$ cat src/rtl/pwm_reload_pkg.sv
// Package: shared constants for the buffered PWM channel.
// Assumes an 8-bit register port and at most 16-bit duty values.
package pwm_reload_pkg;
    localparam int BYTE_W = 8;
    localparam int ADDR_W = 3;
    localparam int SEL_W  = 2;

    // Register locations
    localparam logic [ADDR_W-1:0] ADDR_CTRL   = 3'd0;
    localparam logic [ADDR_W-1:0] ADDR_VAL_LO = 3'd1;
    localparam logic [ADDR_W-1:0] ADDR_VAL_HI = 3'd2;

    // Control register bit positions
    localparam int CTRL_MAT_BIT  = 0;
    localparam int CTRL_OVF_BIT  = 1;
    localparam int CTRL_ENA_BIT  = 2;
    localparam int CTRL_MIE_BIT  = 3;
    localparam int CTRL_LEN_LSB  = 4;
    localparam int CTRL_BANK_BIT = 7;

    // Control fields that software writes
    typedef struct packed {
        logic             bank;
        logic [SEL_W-1:0] len;
        logic             mie;
    } ctrl_t;
endpackage

$ cat src/rtl/pwm_tbase.sv
// Module: pwm_tbase
// Free-running counter with a selectable wrap length. Flags the wrap of
// the active N-bit cycle and presents the masked next count value.
// Assumes length code 0 is idle, and codes 1..3 add 1..3 bits to a base
// of CNT_W-3 bits.
module pwm_tbase #(
    parameter int CNT_W = 11,
    parameter int SEL_W = 2
) (
    input  logic             clk,
    input  logic             rst_n,
    input  logic             cnt_en,
    input  logic [SEL_W-1:0] len_sel,
    output logic [CNT_W-1:0] next_low,
    output logic             ovf_evt,
    output logic             len_valid
);
    localparam int BASE_LEN = CNT_W - ((2 ** SEL_W) - 1);

    logic [CNT_W-1:0] cnt_q;
    logic [CNT_W-1:0] cnt_inc;
    logic [CNT_W-1:0] len_mask;
    logic             wrap;

    // Mask of the active cycle bits, one bit per counter position
    generate
        for (genvar b = 0; b < CNT_W; b++) begin : g_mask
            if (b < BASE_LEN) begin : g_base
                assign len_mask[b] = 1'b1;
            end else begin : g_ext
                assign len_mask[b] = (len_sel > SEL_W'(b - BASE_LEN));
            end
        end
    endgenerate

    // Counter: advance on each strobe
    always_ff @(posedge clk) begin
        if (!rst_n) begin
            cnt_q <= '0;
        end else if (cnt_en) begin
            cnt_q <= cnt_inc;
        end
    end

    // Wrap detection and next-value presentation
    always_comb begin
        cnt_inc   = cnt_q + CNT_W'(1);
        wrap      = ((cnt_q & len_mask) == len_mask);
        len_valid = (len_sel != '0);
        ovf_evt   = cnt_en && len_valid && wrap;
        next_low  = cnt_inc & len_mask;
    end
endmodule

$ cat src/rtl/pwm_outstage.sv
// Module: pwm_outstage
// Output flip-flop: set on compare match, cleared on wrap. Held low
// while the compare enable is off or the length is idle.
// Assumes cmp_next already holds the reloaded value in a wrap cycle.
module pwm_outstage #(
    parameter int CNT_W = 11
) (
    input  logic             clk,
    input  logic             rst_n,
    input  logic             tick,
    input  logic             len_valid,
    input  logic             cmp_en,
    input  logic             ovf_evt,
    input  logic [CNT_W-1:0] next_low,
    input  logic [CNT_W-1:0] cmp_next,
    output logic             match_evt,
    output logic             pwm_out
);
    // Match: the count about to be entered equals the compare value
    always_comb begin
        match_evt = tick && len_valid && cmp_en && (next_low == cmp_next);
    end

    // Output: a match takes precedence over a wrap in the same cycle
    always_ff @(posedge clk) begin
        if (!rst_n) begin
            pwm_out <= 1'b0;
        end else if (!cmp_en || !len_valid) begin
            pwm_out <= 1'b0;
        end else if (match_evt) begin
            pwm_out <= 1'b1;
        end else if (ovf_evt) begin
            pwm_out <= 1'b0;
        end
    end
endmodule

$ cat src/rtl/pwm_regs.sv
// Module: pwm_regs
// Register file: control, sticky flags, compare enable, and the live
// compare and shadow reload pair behind a bank select.
// Assumes CNT_W lies between BYTE_W+1 and 2*BYTE_W.
module pwm_regs
    import pwm_reload_pkg::*;
#(
    parameter int CNT_W = 11
) (
    input  logic              clk,
    input  logic              rst_n,
    input  logic              wr_en,
    input  logic [ADDR_W-1:0] addr,
    input  logic [BYTE_W-1:0] wdata,
    input  logic              ovf_evt,
    input  logic              match_evt,
    output logic [BYTE_W-1:0] rdata,
    output logic [SEL_W-1:0]  len_sel,
    output logic              match_ie,
    output logic              cmp_en,
    output logic              match_flag,
    output logic              ovf_flag,
    output logic [CNT_W-1:0]  cmp_next
);
    localparam int HI_W = CNT_W - BYTE_W;

    ctrl_t            ctrl_q;
    logic             ena_q;
    logic             mflag_q;
    logic             oflag_q;
    logic [CNT_W-1:0] cmp_q;
    logic [CNT_W-1:0] rld_q;
    logic [CNT_W-1:0] cmp_d;
    logic [CNT_W-1:0] rld_d;
    logic [CNT_W-1:0] sel_val;
    logic             wr_ctrl;
    logic             wr_lo;
    logic             wr_hi;

    // Address decode
    always_comb begin
        wr_ctrl = wr_en && (addr == ADDR_CTRL);
        wr_lo   = wr_en && (addr == ADDR_VAL_LO);
        wr_hi   = wr_en && (addr == ADDR_VAL_HI);
    end

    // Control fields written by software
    always_ff @(posedge clk) begin
        if (!rst_n) begin
            ctrl_q <= '0;
        end else if (wr_ctrl) begin
            ctrl_q.bank <= wdata[CTRL_BANK_BIT];
            ctrl_q.len  <= wdata[CTRL_LEN_LSB +: SEL_W];
            ctrl_q.mie  <= wdata[CTRL_MIE_BIT];
        end
    end

    // Sticky flags: write 0 to clear, a set event wins
    always_ff @(posedge clk) begin
        if (!rst_n) begin
            mflag_q <= 1'b0;
            oflag_q <= 1'b0;
        end else begin
            mflag_q <= (mflag_q && !(wr_ctrl && !wdata[CTRL_MAT_BIT]))
                       || (match_evt && ctrl_q.mie);
            oflag_q <= (oflag_q && !(wr_ctrl && !wdata[CTRL_OVF_BIT]))
                       || ovf_evt;
        end
    end

    // Compare enable: the low-byte write clears it, the high-byte write sets it
    always_ff @(posedge clk) begin
        if (!rst_n) begin
            ena_q <= 1'b0;
        end else if (wr_lo) begin
            ena_q <= 1'b0;
        end else if (wr_hi) begin
            ena_q <= 1'b1;
        end
    end

    // Next live compare and reload values: reload on wrap, then byte writes
    always_comb begin
        cmp_next = ovf_evt ? rld_q : cmp_q;
        cmp_d    = cmp_next;
        rld_d    = rld_q;
        if (wr_lo) begin
            if (ctrl_q.bank) rld_d[BYTE_W-1:0] = wdata;
            else             cmp_d[BYTE_W-1:0] = wdata;
        end
        if (wr_hi) begin
            if (ctrl_q.bank) rld_d[CNT_W-1:BYTE_W] = wdata[HI_W-1:0];
            else             cmp_d[CNT_W-1:BYTE_W] = wdata[HI_W-1:0];
        end
    end

    // Value registers
    always_ff @(posedge clk) begin
        if (!rst_n) begin
            cmp_q <= '0;
            rld_q <= '0;
        end else begin
            cmp_q <= cmp_d;
            rld_q <= rld_d;
        end
    end

    // Read multiplexer
    always_comb begin
        sel_val = ctrl_q.bank ? rld_q : cmp_q;
        rdata   = '0;
        case (addr)
            ADDR_CTRL: begin
                rdata[CTRL_BANK_BIT]              = ctrl_q.bank;
                rdata[CTRL_LEN_LSB +: SEL_W]      = ctrl_q.len;
                rdata[CTRL_MIE_BIT]               = ctrl_q.mie;
                rdata[CTRL_ENA_BIT]               = ena_q;
                rdata[CTRL_OVF_BIT]               = oflag_q;
                rdata[CTRL_MAT_BIT]               = mflag_q;
            end
            ADDR_VAL_LO: rdata = sel_val[BYTE_W-1:0];
            ADDR_VAL_HI: rdata = BYTE_W'(sel_val[CNT_W-1:BYTE_W]);
            default:     rdata = '0;
        endcase
    end

    // Outputs to the other stages
    always_comb begin
        len_sel    = ctrl_q.len;
        match_ie   = ctrl_q.mie;
        cmp_en     = ena_q;
        match_flag = mflag_q;
        ovf_flag   = oflag_q;
    end
endmodule

$ cat src/rtl/pwm_reload_chan.sv
// Module: pwm_reload_chan
// Top level of the buffered PWM channel: time base, register file and
// output stage. Assumes a single clock domain, with the count strobe and
// the register port synchronous to clk.
module pwm_reload_chan
    import pwm_reload_pkg::*;
#(
    parameter int CNT_W = 11
) (
    input  logic              clk,
    input  logic              rst_n,
    input  logic              cnt_en,
    input  logic              wr_en,
    input  logic [ADDR_W-1:0] addr,
    input  logic [BYTE_W-1:0] wdata,
    output logic [BYTE_W-1:0] rdata,
    output logic              pwm_out,
    output logic              match_flag,
    output logic              ovf_flag
);
    logic [SEL_W-1:0] len_sel;
    logic             len_valid;
    logic             match_ie;
    logic             cmp_en;
    logic             ovf_evt;
    logic             match_evt;
    logic [CNT_W-1:0] next_low;
    logic [CNT_W-1:0] cmp_next;

    // Counter and wrap detection
    pwm_tbase #(.CNT_W(CNT_W), .SEL_W(SEL_W)) u_tbase (
        .clk       (clk),
        .rst_n     (rst_n),
        .cnt_en    (cnt_en),
        .len_sel   (len_sel),
        .next_low  (next_low),
        .ovf_evt   (ovf_evt),
        .len_valid (len_valid)
    );

    // Software-visible registers
    pwm_regs #(.CNT_W(CNT_W)) u_regs (
        .clk        (clk),
        .rst_n      (rst_n),
        .wr_en      (wr_en),
        .addr       (addr),
        .wdata      (wdata),
        .ovf_evt    (ovf_evt),
        .match_evt  (match_evt),
        .rdata      (rdata),
        .len_sel    (len_sel),
        .match_ie   (match_ie),
        .cmp_en     (cmp_en),
        .match_flag (match_flag),
        .ovf_flag   (ovf_flag),
        .cmp_next   (cmp_next)
    );

    // Output flip-flop and match detection
    pwm_outstage #(.CNT_W(CNT_W)) u_out (
        .clk       (clk),
        .rst_n     (rst_n),
        .tick      (cnt_en),
        .len_valid (len_valid),
        .cmp_en    (cmp_en),
        .ovf_evt   (ovf_evt),
        .next_low  (next_low),
        .cmp_next  (cmp_next),
        .match_evt (match_evt),
        .pwm_out   (pwm_out)
    );
endmodule

$ cat config.mk
export PLATFORM = sky130hd
export DESIGN_NAME = pwm_reload_chan
export DESIGN_NICKNAME = d
export VERILOG_FILES = /design/src/rtl/pwm_reload_pkg.sv /design/src/rtl/pwm_tbase.sv /design/src/rtl/pwm_outstage.sv /design/src/rtl/pwm_regs.sv /design/src/rtl/pwm_reload_chan.sv
export SDC_FILE = /design/constraint.sdc
export NUM_CORES = 1
export LEC_CHECK = 0
export ABC_AREA = 1
export ABC_CLOCK_PERIOD_IN_PS = 1700
export BUFFER_PORTS_ARGS = -buffer_cell sky130_fd_sc_hd__buf_4
export CAP_MARGIN = 20
export CORE_MARGIN = 2
export CORE_UTILIZATION = 35
export CTS_BUF_LIST = sky130_fd_sc_hd__clkbuf_8 sky130_fd_sc_hd__clkbuf_16
export DETAILED_ROUTE_END_ITERATION = 7
export MAX_ROUTING_LAYER = met4
export PLACE_DENSITY = 0.55
export SETUP_SLACK_MARGIN = 0.2
export SLEW_MARGIN = 15
export SYNTH_ARGS = -nofsm -noshare
export SYNTH_HDL_FRONTEND = slang
export SYNTH_SLANG_ARGS = --single-unit
export TNS_END_PERCENT = 30
$ cat constraint.sdc
create_clock -name clk -period 1.7 [get_ports clk]
set_input_delay 0.17 -clock clk [delete_from_list [all_inputs] [get_ports clk]]
set_output_delay 0.17 -clock clk [all_outputs]
set_load 0.02 [all_outputs]
==> impl_results.rst <==
.. list-table::
   :header-rows: 1

   * - Metric
     - Value
   * - Max-capacitance violation count
     - 0
   * - Status
     - finished, violations left
   * - Seq/Total Area, Yosys
     - 33.4%
   * - Element type at the critical path start
     - register
   * - Worst R2R Start
     - u_tbase.cnt_q[1]$_SDFFE_PN0P_
   * - Total clock buffers created by CTS
     - 5
   * - DPL Wire Length
     - 5.72 mm
   * - Die span in x
     - 87.8 um
   * - Number of nets in the layout
     - 473
   * - Number of fill cells
     - 697
   * - Antenna viol nets, final
     - 0
   * - Unrepaired setup endpoints after global routing
     - true
   * - Worst R2R End
     - u_regs.match_flag$_SDFF_PN0_
   * - Sink count of the clock tree
     - 41
   * - Antenna violations before repair
     - 0
   * - Total routing usage reported by global routing
     - 21.6%
   * - Routed vias
     - 2683
   * - Critical path class
     - register to register
   * - Tightest Hold Check Type
     - input port to register
   * - Pin count of the biggest net entering global routing
     - 29
   * - Clock tree from TritonCTS
     - built
   * - Cell area power density
     - 585 nW/um2
   * - Diodes inserted
     - 0
   * - Cell count of the worst reg-to-reg path
     - 12
   * - Count of flip-flops with a built-in enable after synthesis
     - 0
   * - CTS HTree Levels
     - 2
   * - Pre-CTS setup slack
     - -247 ps
   * - Post-synthesis net count
     - 398
   * - Yosys cell types
     - 31
   * - Hold violation total from the final report
     - 0
   * - Peak Freq
     - 0.549 GHz
   * - Area of the core region
     - 6790 um2
   * - Most used flip-flop cell after synthesis
     - sky130_fd_sc_hd__dfxtp_1
   * - Number of detailed-routing iterations run before antenna repair
     - 5
   * - Share of synthesized registers carrying an async set or reset
     - 0%
   * - Max-slew violations
     - 0
   * - Count of port buffers added during placement
     - 25
   * - Share of layout cells above drive strength 1
     - 32.5%
   * - FF+latch area
     - 833 um2
   * - Clock insertion delay at the later pin of the skew report
     - 300 ps
   * - Hold depth
     - 3
   * - Worst voltage drop across the vdd grid
     - 310 uV
   * - Failing checks
     - setup timing
   * - Yosys Warn Count
     - 0
   * - Post-Synthesis Cell Area
     - 2460 um2
   * - Area overhead of the layout relative to synthesis
     - 41.0%
   * - Top-level port count
     - 26
   * - DR DRC count
     - 0
   * - Number of instances in the synthesized netlist
     - 382
   * - Setup-violating endpoint count in the final report
     - 2
   * - Launch point of the worst hold path
     - wdata[3]
   * - Average via count per standard cell
     - 4.84
   * - Standard-cell rows
     - 30
   * - Minimum setup slack among reg-to-reg paths
     - -120 ps
   * - Mean post-synth cell area
     - 6.43 um2
   * - Area of combinational cells with multiple inputs
     - 1490 um2
   * - Worst slew slack as a fraction of its limit
     - 61.0%
   * - Final worst-path cycle share
     - 107%
   * - Worst setup skew after layout
     - 15.5 ps
   * - CP Capture Type
     - register
   * - Final critical-path setup slack
     - -122 ps
   * - Reg clk slew, reported paths
     - 90 ps
   * - GRT Residual Overflow
     - 0
   * - Initial cell density of the core
     - 36.2%
   * - Routability congestion estimate
     - 0.922
   * - Clk Tree Root Cell
     - sky130_fd_sc_hd__clkbuf_8
   * - Slew at the pin with the worst max-slew slack
     - 584 ps
   * - Number of DRC markers after the initial detailed-route iteration
     - 113
   * - Via count of the first global-routing pass
     - 2505
   * - Shortest clock period the worst path allows after layout
     - 1820 ps
   * - Data arrival at the endpoint of the critical path
     - 2040 ps
   * - Routed wire length per instance
     - 13.9 um
   * - DRT Wirelength
     - 7.73 mm
   * - Max Fanout on Critical Path
     - 5
   * - Area of the die
     - 7700 um2
   * - Buffer levels on the longest clock path
     - 2
   * - Global-route wire length before repair
     - 12.3 mm
   * - Total negative slack
     - -208 ps
   * - Chip height
     - 87.8 um
   * - Static leakage
     - 1.68 nW
   * - Min-Delay Endpoint
     - u_regs.cmp_q[3]$_SDFF_PN0_
   * - Post-cts hold buffer count
     - 0
   * - Req. time, crit path
     - 1920 ps
   * - FF+latch count, synth
     - 41
synth_stat cells (3+ instances only):
| cell | instances | area, um2 |
|---|---|---|
| sky130_fd_sc_hd__xor2_1 | 4 | 35.0 |
| sky130_fd_sc_hd__inv_2 | 4 | 15.0 |
| sky130_fd_sc_hd__nand2_1 | 92 | 345 |
| sky130_fd_sc_hd__inv_1 | 60 | 225 |
| sky130_fd_sc_hd__dfxtp_1 | 41 | 821 |
| sky130_fd_sc_hd__nand3_1 | 26 | 130 |
| sky130_fd_sc_hd__o211ai_1 | 14 | 105 |
| sky130_fd_sc_hd__nand2_2 | 4 | 25.0 |
| sky130_fd_sc_hd__a21oi_1 | 28 | 140 |
| sky130_fd_sc_hd__clkbuf_1 | 11 | 41.3 |
| sky130_fd_sc_hd__nor2_1 | 24 | 90.1 |
| sky130_fd_sc_hd__o21ai_0 | 37 | 185 |
| sky130_fd_sc_hd__nand4_1 | 10 | 62.6 |
| sky130_fd_sc_hd__nand3b_1 | 3 | 22.5 |
stage by stage:
step	std cells	util [%]	area, um2	power [mW]	hold slack (ps)
after floorplan	382	-	2480	1.22	322
after global placement	534	45.4	3080	1.37	423
after detailed placement	534	45.4	3080	1.37	430
after CTS	552	49.6	3370	2.04	117
after global routing	554	51.0	3460	2.13	127
final	554	51.0	3460	2.02	124
how the worst max path moves through the flow:
stage / start / end / slack (ps) / depth (start not counted)
detailed placement: u_tbase.cnt_q[1]$_SDFFE_PN0P_ / u_regs.match_flag$_SDFF_PN0_ / -250 / 11
CTS: u_tbase.cnt_q[1]$_SDFFE_PN0P_ / u_regs.match_flag$_SDFF_PN0_ / -100 / 12
global placement: u_tbase.cnt_q[1]$_SDFFE_PN0P_ / u_regs.match_flag$_SDFF_PN0_ / -180 / 11
global route: u_tbase.cnt_q[1]$_SDFFE_PN0P_ / u_regs.match_flag$_SDFF_PN0_ / -260 / 14
finish: u_tbase.cnt_q[1]$_SDFFE_PN0P_ / u_regs.match_flag$_SDFF_PN0_ / -120 / 12
floorplan: u_tbase.cnt_q[0]$_SDFFE_PN0P_ / u_regs.match_flag$_SDFF_PN0_ / 110 / 14
placed cells by master, fill, tap and decap left out, types with 4 or more instances in the layout:
| master | instances |
|---|---|
| sky130_fd_sc_hd__inv_2 | 5 |
| sky130_fd_sc_hd__clkbuf_8 | 5 |
| sky130_fd_sc_hd__nand2_1 | 83 |
| sky130_fd_sc_hd__o211ai_1 | 14 |
| sky130_fd_sc_hd__buf_4 | 69 |
| sky130_fd_sc_hd__nand3_2 | 6 |
| sky130_fd_sc_hd__o21ai_2 | 5 |
| sky130_fd_sc_hd__o21ai_1 | 7 |
| sky130_fd_sc_hd__nand4_1 | 10 |
| sky130_fd_sc_hd__nor2_1 | 17 |
| sky130_fd_sc_hd__dfxtp_2 | 4 |
| sky130_fd_sc_hd__inv_1 | 59 |
| sky130_fd_sc_hd__dfxtp_1 | 35 |
| sky130_fd_sc_hd__buf_6 | 11 |
| sky130_fd_sc_hd__o21ai_0 | 27 |
| sky130_fd_sc_hd__nor2_2 | 7 |
| sky130_fd_sc_hd__nand2_4 | 4 |
| sky130_fd_sc_hd__a21oi_1 | 26 |
| sky130_fd_sc_hd__nand3_1 | 20 |
| sky130_fd_sc_hd__nand2_2 | 10 |
cell families after synthesis:
group | synth area share, %
compound gates | 20.3
fa+ha+maj | 0.509
buf+inv | 13.1
simple gates | 31.2
xor+xnor | 1.43
flops | 33.4
what timing repair did:
item                                    CTS  global route
buffers inserted                          9             1
endpoints found under the hold margin     0             0
cloned                                    1             1
pin swaps                                14            15
gates resized for setup                  39            28
endpoints found under the setup margin   21            30
worst max-delay path, stage by stage, from the launching register on:
cell	delay (ps)
sky130_fd_sc_hd__dfxtp_2	360
sky130_fd_sc_hd__ha_4	150
sky130_fd_sc_hd__nand3_4	110
sky130_fd_sc_hd__nor2_8	140
sky130_fd_sc_hd__buf_2	170
sky130_fd_sc_hd__nand4_1	110
sky130_fd_sc_hd__nand2_1	140
sky130_fd_sc_hd__nand3_1	80
sky130_fd_sc_hd__nand2_1	60
sky130_fd_sc_hd__nand3_1	70
sky130_fd_sc_hd__nor2_2	130
sky130_fd_sc_hd__nand3_1	100
sky130_fd_sc_hd__a21oi_2	120
sequential cells by signal (all words and copies together), names as in the netlist, 2 cells and up:
register        count
u_regs.cmp_q       11
u_regs.rld_q       11
u_tbase.cnt_q      11
u_regs.len_sel      2
report_power, final:
group | switching [mW] | leakage [nW] | internal [mW]
combinational | 0.201 | 1.30 | 0.160
clock | 0.360 | 0.0416 | 0.284
sequential | 0.0294 | 0.337 | 0.991
per-layer routing:
| metal | part of all wire (%) | track usage (%) | vias to the layer above | wire length, um |
|---|---|---|---|---|
| li1 | - | - | 1399 | - |
| met1 | 47 | 28.3 | 1205 | 3640 |
| met2 | 47 | 35.1 | 68 | 3640 |
| met3 | 4.1 | 2.73 | 11 | 319 |
| met4 | 1.6 | 6.01 | 0 | 124 |
| met5 | 0 | - | - | 0 |
area by class of cell:
cell class,count,share of cell area [%]
tap,96,3.47
timing repair buffer,84,20.0
clock buffer,5,1.99
clock inverter,3,0.542
multi-input combinational,261,42.9
sequential,41,24.1
inverter,64,7.05
(Power assumes the default switching activity.)
